## config.mk

```make
export PLATFORM = sky130hd
export DESIGN_NAME = acg_clkgen
export DESIGN_NICKNAME = d
export VERILOG_FILES = /design/src/rtl/acg_pkg.sv /design/src/rtl/acg_master_div.sv /design/src/rtl/acg_slave_sync.sv /design/src/rtl/acg_clkgen.sv
export SDC_FILE = /design/constraint.sdc
export NUM_CORES = 1
export LEC_CHECK = 0
export BUFFER_PORTS_ARGS = -buffer_cell sky130_fd_sc_hd__clkbuf_2
export CAP_MARGIN = 20
export CORE_UTILIZATION = 44
export CTS_CLUSTER_SIZE = 25
export DETAILED_ROUTE_END_ITERATION = 12
export PLACE_DENSITY = 0.63
export SLEW_MARGIN = 20
export SYNTH_ARGS = -nofsm -noshare
export SYNTH_HDL_FRONTEND = slang
export SYNTH_HIERARCHICAL = 1
export SYNTH_SLANG_ARGS = --single-unit
```

## constraint.sdc

```tcl
create_clock -name clk -period 3.7 [get_ports clk]
set_input_delay 0.74 -clock clk [delete_from_list [all_inputs] [get_ports clk]]
set_output_delay 0.74 -clock clk [all_outputs]
set_load 0.03 [all_outputs]
```

## src/rtl/acg_pkg.sv

```systemverilog
package acg_pkg;

    typedef struct packed {
        logic bclk;
        logic ws;
        logic launch;
        logic capture;
        logic frame;
    } acg_evt_t;

    typedef enum logic {
        SRC_EXT = 1'b0,
        SRC_INT = 1'b1
    } acg_src_e;

    // master cycles per bit period
    function automatic int unsigned mdiv_ratio(input logic sel);
        return sel ? 32'd4 : 32'd2;
    endfunction

    // bit periods per stereo frame
    function automatic int unsigned frame_ratio(input logic [1:0] sel);
        case (sel)
            2'd0:    return 32'd32;
            2'd1:    return 32'd64;
            default: return 32'd128;
        endcase
    endfunction

    function automatic acg_evt_t idle_evt(input logic inv);
        acg_evt_t e;
        e.bclk    = ~inv;
        e.ws      = 1'b0;
        e.launch  = 1'b0;
        e.capture = 1'b0;
        e.frame   = 1'b0;
        return e;
    endfunction

endpackage

```

## src/rtl/acg_master_div.sv

```systemverilog
module acg_master_div
    import acg_pkg::*;
#(
    parameter int MCNT_W = 2,
    parameter int BCNT_W = 7
) (
    input  logic           clk,
    input  logic           rst,
    input  logic           run,
    input  logic           restart,
    input  logic           mdiv_sel,
    input  logic [1:0]     frame_sel,
    output acg_evt_t       nxt
);
    localparam int MR_W = MCNT_W + 1;
    localparam int FR_W = BCNT_W + 1;

    logic [MCNT_W-1:0] mcnt, mcnt_n;
    logic [BCNT_W-1:0] bcnt, bcnt_n;
    logic [MR_W-1:0]   mdiv;
    logic [FR_W-1:0]   nfrm;

    assign mdiv = MR_W'(mdiv_ratio(mdiv_sel));
    assign nfrm = FR_W'(frame_ratio(frame_sel));

    always_comb begin
        mcnt_n = '0;
        bcnt_n = '0;
        if (run && !restart) begin
            if ({1'b0, mcnt} >= mdiv - 1'b1) begin
                mcnt_n = '0;
                if ({1'b0, bcnt} >= nfrm - 1'b1) bcnt_n = '0;
                else                             bcnt_n = bcnt + 1'b1;
            end else begin
                mcnt_n = mcnt + 1'b1;
                bcnt_n = bcnt;
            end
        end
        nxt.bclk    = ({1'b0, mcnt_n} >= (mdiv >> 1));
        nxt.ws      = ({1'b0, bcnt_n} >= (nfrm >> 1));
        nxt.launch  = (mcnt_n == '0);
        nxt.capture = ({1'b0, mcnt_n} == (mdiv >> 1));
        nxt.frame   = (mcnt_n == '0) && (bcnt_n == '0);
    end

    always_ff @(posedge clk) begin
        if (rst) begin
            mcnt <= '0;
            bcnt <= '0;
        end else begin
            mcnt <= mcnt_n;
            bcnt <= bcnt_n;
        end
    end

    // a stopped divider holds position zero
    p_cleared_r5: assert property (@(posedge clk) disable iff (rst)
        !run |=> (mcnt == '0 && bcnt == '0));

endmodule

```

## src/rtl/acg_slave_sync.sv

```systemverilog
module acg_slave_sync #(
    parameter int STAGES = 2
) (
    input  logic clk,
    input  logic rst,
    input  logic ext_bclk,
    input  logic ext_ws,
    output logic sync_bclk,
    output logic sync_ws
);
    logic [STAGES-1:0] bq, wq;

    always_ff @(posedge clk) begin
        if (rst) begin
            bq <= '0;
            wq <= '0;
        end else begin
            bq[0] <= ext_bclk;
            wq[0] <= ext_ws;
            for (int i = 1; i < STAGES; i++) begin
                bq[i] <= bq[i-1];
                wq[i] <= wq[i-1];
            end
        end
    end

    assign sync_bclk = bq[STAGES-1];
    assign sync_ws   = wq[STAGES-1];

endmodule

```

## src/rtl/acg_clkgen.sv

```systemverilog
module acg_clkgen
    import acg_pkg::*;
#(
    parameter int MCNT_W      = 2,
    parameter int BCNT_W      = 7,
    parameter int SYNC_STAGES = 2
) (
    input  logic       clk,
    input  logic       rst,
    input  logic       global_en,
    input  logic       tx_en,
    input  logic       rx_en,
    input  logic       master_mode,
    input  logic       mdiv_sel,
    input  logic [1:0] frame_sel,
    input  logic       bclk_invert,
    input  logic       free_run,
    input  logic       data_active,
    input  logic       ext_bclk,
    input  logic       ext_ws,
    output logic       bclk_o,
    output logic       ws_o,
    output logic       launch_stb,
    output logic       capture_stb,
    output logic       frame_stb,
    output logic       clk_drive_en
);
    acg_src_e  src;
    logic      run, run_m, started, restart, gate;
    logic      s_bclk, s_ws;
    acg_evt_t  nxt, out_q;
    logic      drive_q;

    assign run     = global_en & (tx_en | rx_en);
    assign src     = master_mode ? SRC_INT : SRC_EXT;
    assign run_m   = run & (src == SRC_INT);
    assign restart = run & ~started;
    assign gate    = ~free_run & ~data_active;

    acg_master_div #(
        .MCNT_W (MCNT_W),
        .BCNT_W (BCNT_W)
    ) u_div (
        .clk       (clk),
        .rst       (rst),
        .run       (run_m),
        .restart   (restart),
        .mdiv_sel  (mdiv_sel),
        .frame_sel (frame_sel),
        .nxt       (nxt)
    );

    acg_slave_sync #(
        .STAGES (SYNC_STAGES)
    ) u_sync (
        .clk       (clk),
        .rst       (rst),
        .ext_bclk  (ext_bclk),
        .ext_ws    (ext_ws),
        .sync_bclk (s_bclk),
        .sync_ws   (s_ws)
    );

    always_ff @(posedge clk) begin
        if (rst || !run) begin
            started <= 1'b0;
            out_q   <= idle_evt(bclk_invert);
            drive_q <= 1'b0;
        end else begin
            started <= 1'b1;
            drive_q <= (src == SRC_INT);
            if (src == SRC_INT) begin
                out_q.bclk    <= gate ? ~bclk_invert : (nxt.bclk ^ bclk_invert);
                out_q.ws      <= nxt.ws;
                out_q.launch  <= nxt.launch;
                out_q.capture <= nxt.capture;
                out_q.frame   <= nxt.frame;
            end else begin
                out_q.bclk <= s_bclk;
                out_q.ws   <= s_ws;
                if (restart) begin
                    out_q.launch  <= 1'b0;
                    out_q.capture <= 1'b0;
                    out_q.frame   <= 1'b0;
                end else begin
                    out_q.launch  <= (s_bclk != out_q.bclk) && (s_bclk == bclk_invert);
                    out_q.capture <= (s_bclk != out_q.bclk) && (s_bclk != bclk_invert);
                    out_q.frame   <= ~s_ws & out_q.ws;
                end
            end
        end
    end

    assign bclk_o       = out_q.bclk;
    assign ws_o         = out_q.ws;
    assign launch_stb   = out_q.launch;
    assign capture_stb  = out_q.capture;
    assign frame_stb    = out_q.frame;
    assign clk_drive_en = drive_q;

    // launch and capture edges are distinct single-cycle events
    p_strobe_excl_r3: assert property (@(posedge clk) disable iff (rst)
        !(launch_stb && capture_stb));
    p_launch_pulse_r3: assert property (@(posedge clk) disable iff (rst)
        launch_stb |=> !launch_stb);
    // in master mode a frame start is a launch edge of the left half
    p_frame_on_launch_r4: assert property (@(posedge clk) disable iff (rst)
        (frame_stb && clk_drive_en) |-> (launch_stb && !ws_o));
    // generated word select only moves on a launch edge
    p_ws_on_launch_r2: assert property (@(posedge clk) disable iff (rst)
        (clk_drive_en && $past(clk_drive_en) && !$stable(ws_o)) |-> launch_stb);
    // stopping parks all outputs
    p_idle_r5: assert property (@(posedge clk) disable iff (rst)
        !run |=> (!launch_stb && !capture_stb && !frame_stb && !ws_o && !clk_drive_en));
    // gated bit clock sits at its idle level
    p_gate_r7: assert property (@(posedge clk) disable iff (rst)
        (run && master_mode && !free_run && !data_active) |=> (bclk_o == !$past(bclk_invert)));
    // pin drive follows master-mode running
    p_drive_r9: assert property (@(posedge clk) disable iff (rst)
        (run && master_mode) |=> clk_drive_en);

endmodule

```

==> results of run 1 <==
-- where the power goes --
part	internal, mW	switching (mW)
registers	0.221	0.00298
clock network	0.109	0.0709
logic	0.0249	0.0321
-- stage by stage --
stage	power [mW]	instances	util, %
detailed placement	0.286	179	51.0
global placement	0.284	179	51.0
global route	0.487	183	53.1
finish	0.461	183	53.1
floorplan	0.268	133	-
CTS	0.468	183	53.1
-- final cells by class --
| type | instances | area [um^2] | share of cell area (%) |
|---|---|---|---|
| multi-input cells | 102 | 693 | 52.7 |
| flip-flops and latches | 20 | 400 | 30.4 |
| repair buffers | 20 | 103 | 7.80 |
| well taps | 30 | 37.5 | 2.85 |
| clock inverters | 1 | 30.0 | 2.28 |
| inverters | 7 | 28.8 | 2.19 |
| clock buffers | 3 | 22.5 | 1.71 |
-- cell usage after synthesis (3+ instances only) --
cell type   n  area share (%)
dfxtp_1    20              35
nor2_1     15             4.9
ha_1       10              11
nand2_1    10             3.3
inv_1       6             2.0
nor2b_1     6             3.3
o21ai_0     6             2.6
a21oi_1     5             2.2
xnor2_1     5             3.8
or3_1       4             2.2
nand3_1     3             1.3
or2_2       3             1.6
xor2_1      3             2.3
-- registers in the layout, indices dropped and copies added, names as in the netlist --
register and count:
u_div/bcnt 7, launch_stb 1, capture_stb 1, ws_o 1, bclk_o 1, clk_drive_en 1
u_sync/bq 2, u_div/mcnt 2, started 1, u_sync/wq 2, frame_stb 1
-- per-layer routing --
metal,vias to the layer above,track usage [%],part of all wire (%)
met5,-,0,0
met3,2,5.17,2.8
li1,503,-,-
met2,14,30.0,46
met1,430,23.0,51
met4,0,7.89,0.54
-- cell families after synthesis --
logic type | after synthesis
AO/OA/AOI/OAI | 23
XOR/XNOR | 8
adder cells (fa/ha/maj) | 10
buffers and inverters | 11
flip-flops | 20
multiplexers | 1
AND/OR/NAND/NOR | 60
-- final timing paths --
kind | start | slack [ns] | cells after the start | to
setup reg to reg | u_div/mcnt[1]$_SDFF_PP0_ | 1.21 | 12 | ws_o$_SDFF_PP0_
hold reg to reg | u_sync/bq[0]$_SDFF_PP0_ | 0.46 | 1 | u_sync/bq[1]$_SDFF_PP0_
setup / recovery | frame_sel[0] | 0.71 | 13 | ws_o$_SDFF_PP0_
hold / removal | u_sync/bq[0]$_SDFF_PP0_ | 0.46 | 1 | u_sync/bq[1]$_SDFF_PP0_
==> impl_metrics.yaml, run 1 <==
setup_path:
  critPathMostFrequentCell: "ha_1"
  cpLargestDelayFamily: "adder cells"
  critPathMaxFanout: 6
  crit_required_ns: 3.91
  arrival_ns: 3.19
  crit_buf_inv: 1
  crit_type: "in2reg"
  start_kind: "input pin"
  crit_chain: "clkbuf_2 -> or2_2 -> ha_1 -> ha_1 -> a21oi_1 -> o21ai_0 -> a31o_2 -> or2_2 -> ha_1 -> o2111ai_1 -> nand3b_1 -> mux2i_1 -> nor2_1"
  slowest_stage: "or2_2"
  crit_path_end_kind: "register"
  slowest_delay_ns: 0.30
route:
  drc: 0
  drt-initial-drc-count: 12
  wl_per_cell_um: 12.2
  first_pass_iters: 4
  drtAntennaViolNets: 0
  routed_wirelength_mm: 2.23
  routed-via-count: 949
  viasPerCell: 5.19
cts:
  cts_tree: "done"
  clock-sinks: 20
  cts_setup_buffers: 0
  clk_path_buf_depth: 2
  htree_num_levels: 1
  clk_latency_ns: 0.31
  cts_buffers: 3
  cts_resized: 0
  cts_root_buffer: "clkbuf_4"
  ctsHoldBuffers: 0
  clk_pin_slew_ns: 0.13
status:
  status: "finished clean"
layout:
  final_common_cell: "dfxtp_1"
  layout-drive-gt1-share_pct: 22.2
  nets: 178
  mostFrequentLayoutCells: "dfxtp_1 (20), clkbuf_2 (19), nor2_1 (15)"
  num-fill-cells: 252
  finalInstanceArea_um2: 1320
  diodes: 0
  area_delta_synth_final_pct: 14.4
logic_synthesis:
  synth_area_um2: 1150
  yosys_warnings: 6
  syn-num-nets: 157
  ys_types: 44
  ys_ff_latch: 20
  ys_seq_area_share_pct: 34.8
  synthArstFlopShare_pct: 0
  ys.flop_type: "dfxtp_1"
  synthSimpleGateAreaFrac_pct: 28.3
  syn_inst: 133
  synth_mux_area_share_pct: 0.871
  synth_edf_count: 0
  synth_xor_area_share_pct: 6.09
  avgSynthCellArea_um2: 8.65
  synthAdderAreaFrac_pct: 10.9
  synth_compound_area_share_pct: 14.1
  synth_top_family_by_area: "simple AND/OR/NAND/NOR gates"
timing:
  period_share_pct: 80.7
  rsz0062_at_grt: "false"
  relSlewSlack_pct: 80.4
  finalHoldViolations: 0
  whs_ns: 0.461
  finalClockSkew_ns: 0.0110
  worst_slew_pin_slew_ns: 0.292
  period_minus_slack_ns: 2.99
  setup_tns_ns: 0
  max_freq_mhz: 335
  setup_ws_ns: 0.714
  finalSetupViolations: 0
  slew_violations: 0
floorplan:
  die_y_um: 53.1
  rows: 18
  dieArea_um2: 2820
  num_io_pins: 20
  core_um2: 2480
  die_w_um: 53.1
  start_util_pct: 46.4
grt:
  overflow: 0
  grt_pass1_wl_mm: 3.78
  first_global_vias: 921
  grt_max_degree: 13
  grt_use_total_pct: 18.6
  antenna_found_initial: 0
place:
  gp_congestion: 0.813
  pre_cts_ws_ns: 0.388
  placedInstanceArea_um2: 1260
  post-dp-hpwl_mm: 1.71
  io_buffers: 19
worst_hold_path:
  hp-class: "reg2reg"
job:
  cap_violations: 0
pwr:
  p_leak_nw: 0.565
  irDropWorstVdd_uv: 295
  power_density_nw_per_um2: 351
No activity file was read; power rests on OpenSTA's default activity.
==> run 2, diff against run 1 <==
==> constraint.sdc (replaced) <==
create_clock -name clk -period 2.78 [get_ports clk]
set_input_delay 0.556 -clock clk [delete_from_list [all_inputs] [get_ports clk]]
set_output_delay 0.556 -clock clk [all_outputs]
set_load 0.03 [all_outputs]
==> impl_metrics.yaml, run 2 (synthesis gave the netlist of run 1 again) <==
status:
  status: "finished clean"
setup_path:
  crit_required_ns: 2.98
  ff2ff_path_depth: 12
  crit_path_end_kind: "register"
  r2r_end: "ws_o$_SDFF_PP0_"
  arrival_ns: 2.85
  critPathMaxFanout: 4
  timing.rr.start: "u_div/mcnt[1]$_SDFF_PP0_"
  start_kind: "input pin"
  regToRegSetupSlack_ns: 0.29
  crit_type: "in2reg"
floorplan:
  start_util_pct: 46.4
  num_io_pins: 20
  rows: 18
  die_y_um: 53.1
  die_w_um: 53.1
  core_um2: 2480
  dieArea_um2: 2820
layout:
  diodes: 0
  top_register: "u_div/bcnt"
  regArea_um2: 400
  final_core_util_pct: 57.0
  num-fill-cells: 240
  multiInputGateArea_um2: 714
  final_common_cell: "dfxtp_1"
  area_delta_synth_final_pct: 22.7
  nets: 188
  mostFrequentLayoutCells: "dfxtp_1 (20), clkbuf_2 (19), nor2_1 (15)"
  largest_register_ffs: 7
  layout-drive-gt1-share_pct: 28.8
route:
  drtAntennaViolNets: 0
  routed_wirelength_mm: 2.24
  first_pass_iters: 4
  wl_per_cell_um: 11.6
  viasPerCell: 5.21
  drc: 0
  routed-via-count: 1006
  drt-initial-drc-count: 25
timing:
  finalClockSkew_ns: 0.00976
  setup_tns_ns: 0
  rsz0062_at_grt: "false"
  whs_ns: 0.452
  period_minus_slack_ns: 2.65
  slew_violations: 0
  finalSetupViolations: 0
  period_share_pct: 95.3
  finalHoldViolations: 0
  relSlewSlack_pct: 78.8
  worst_slew_pin_slew_ns: 0.318
  max_freq_mhz: 377
job:
  cap_violations: 0
pwr:
  switching_share_pct: 22.9
  irDropWorstVdd_uv: 293
  internal_power_mw: 0.482
  power_frac_seq_pct: 47.8
  pwr-share-clk_pct: 38.3
  power_density_nw_per_um2: 443
  p_leak_nw: 0.612
  p_sw_mw: 0.143
  combPwrFrac_pct: 14.0
grt:
  antenna_found_initial: 0
  first_global_vias: 946
  grt_use_total_pct: 19.5
  grt_pass1_wl_mm: 3.98
  grt_max_degree: 13
  overflow: 0
cts:
  htree_num_levels: 1
  clk_path_buf_depth: 2
  cts_root_buffer: "clkbuf_4"
  cts_setup_buffers: 0
  clk_pin_slew_ns: 0.12
  clock-sinks: 20
  clk_latency_ns: 0.30
  ctsHoldBuffers: 0
  cts_tree: "done"
  cts_buffers: 3
worst_hold_path:
  min-delay-start: "ext_bclk"
  hold_path_depth: 2
  hp-class: "in2reg"
  worstHoldEndpoint: "u_sync/bq[0]$_SDFF_PP0_"
place:
  post-dp-hpwl_mm: 1.71
  io_buffers: 19
  gp_congestion: 0.787
## run 2: layout make-up
cell class              instances  area share (%)
clock buffers                   3            1.60
clock inverters                 1            2.13
inverters                       7            2.04
multi-input cells             102            50.6
flip-flops and latches         20            28.4
well taps                      30            2.66
repair buffers                 30            12.6
## run 2: repair_timing
action	4_1_cts	5_1_grt
gates resized for setup	0	2
endpoints found under the hold margin	0	0
endpoints found under the setup margin	0	1
## run 2: power by group through the flow
stage	logic (mW)	registers (mW)	clock network, mW
final	0.0873	0.299	0.239
after global routing	0.0976	0.300	0.261
after CTS	0.0875	0.298	0.247
after detailed placement	0.0863	0.305	0
after global placement	0.0840	0.304	0
after floorplan	0.0480	0.311	0
## run 2: critical path: stages
cell and delay [ns]:
clkbuf_2 0.09, or2_4 0.26, ha_4 0.21, ha_1 0.31, a21oi_2 0.12, o21ai_1 0.07, a31o_2 0.25, or2_2 0.30
ha_1 0.29, o2111ai_1 0.11, nand3b_1 0.10, mux2i_1 0.14, nor2_1 0.05
## run 2: routing by layer
| metal | track usage, % | share of wire [%] | vias to the layer above |
|---|---|---|---|
| li1 | - | - | 518 |
| met1 | 24.9 | 50 | 469 |
| met2 | 31.2 | 46 | 17 |
| met3 | 5.17 | 3.2 | 2 |
| met4 | 6.58 | 0.67 | 0 |
| met5 | 0 | 0 | - |
## run 2: worst max-delay path by stage
stage | from | endpoint | slack (ns) | cells past startpoint
floorplan | frame_sel[0] | ws_o$_SDFF_PP0_ | 0.02 | 12
global placement | frame_sel[1] | ws_o$_SDFF_PP0_ | -0.13 | 13
detailed placement | frame_sel[1] | ws_o$_SDFF_PP0_ | -0.20 | 13
CTS | frame_sel[1] | ws_o$_SDFF_PP0_ | 0.12 | 13
global route | frame_sel[0] | ws_o$_SDFF_PP0_ | 0.003 | 13
finish | frame_sel[0] | ws_o$_SDFF_PP0_ | 0.13 | 13
## run 2: metrics by stage
step                      instances  instance area (um^2)  power, mW  worst slack [ns]
after CTS                       193                  1410      0.633             0.120
after detailed placement        189                  1350      0.391            -0.201
after global routing            193                  1410      0.658           0.00276
final                           193                  1410      0.625             0.129
after floorplan                 133                  1160      0.359            0.0177
after global placement          189                  1350      0.388            -0.134
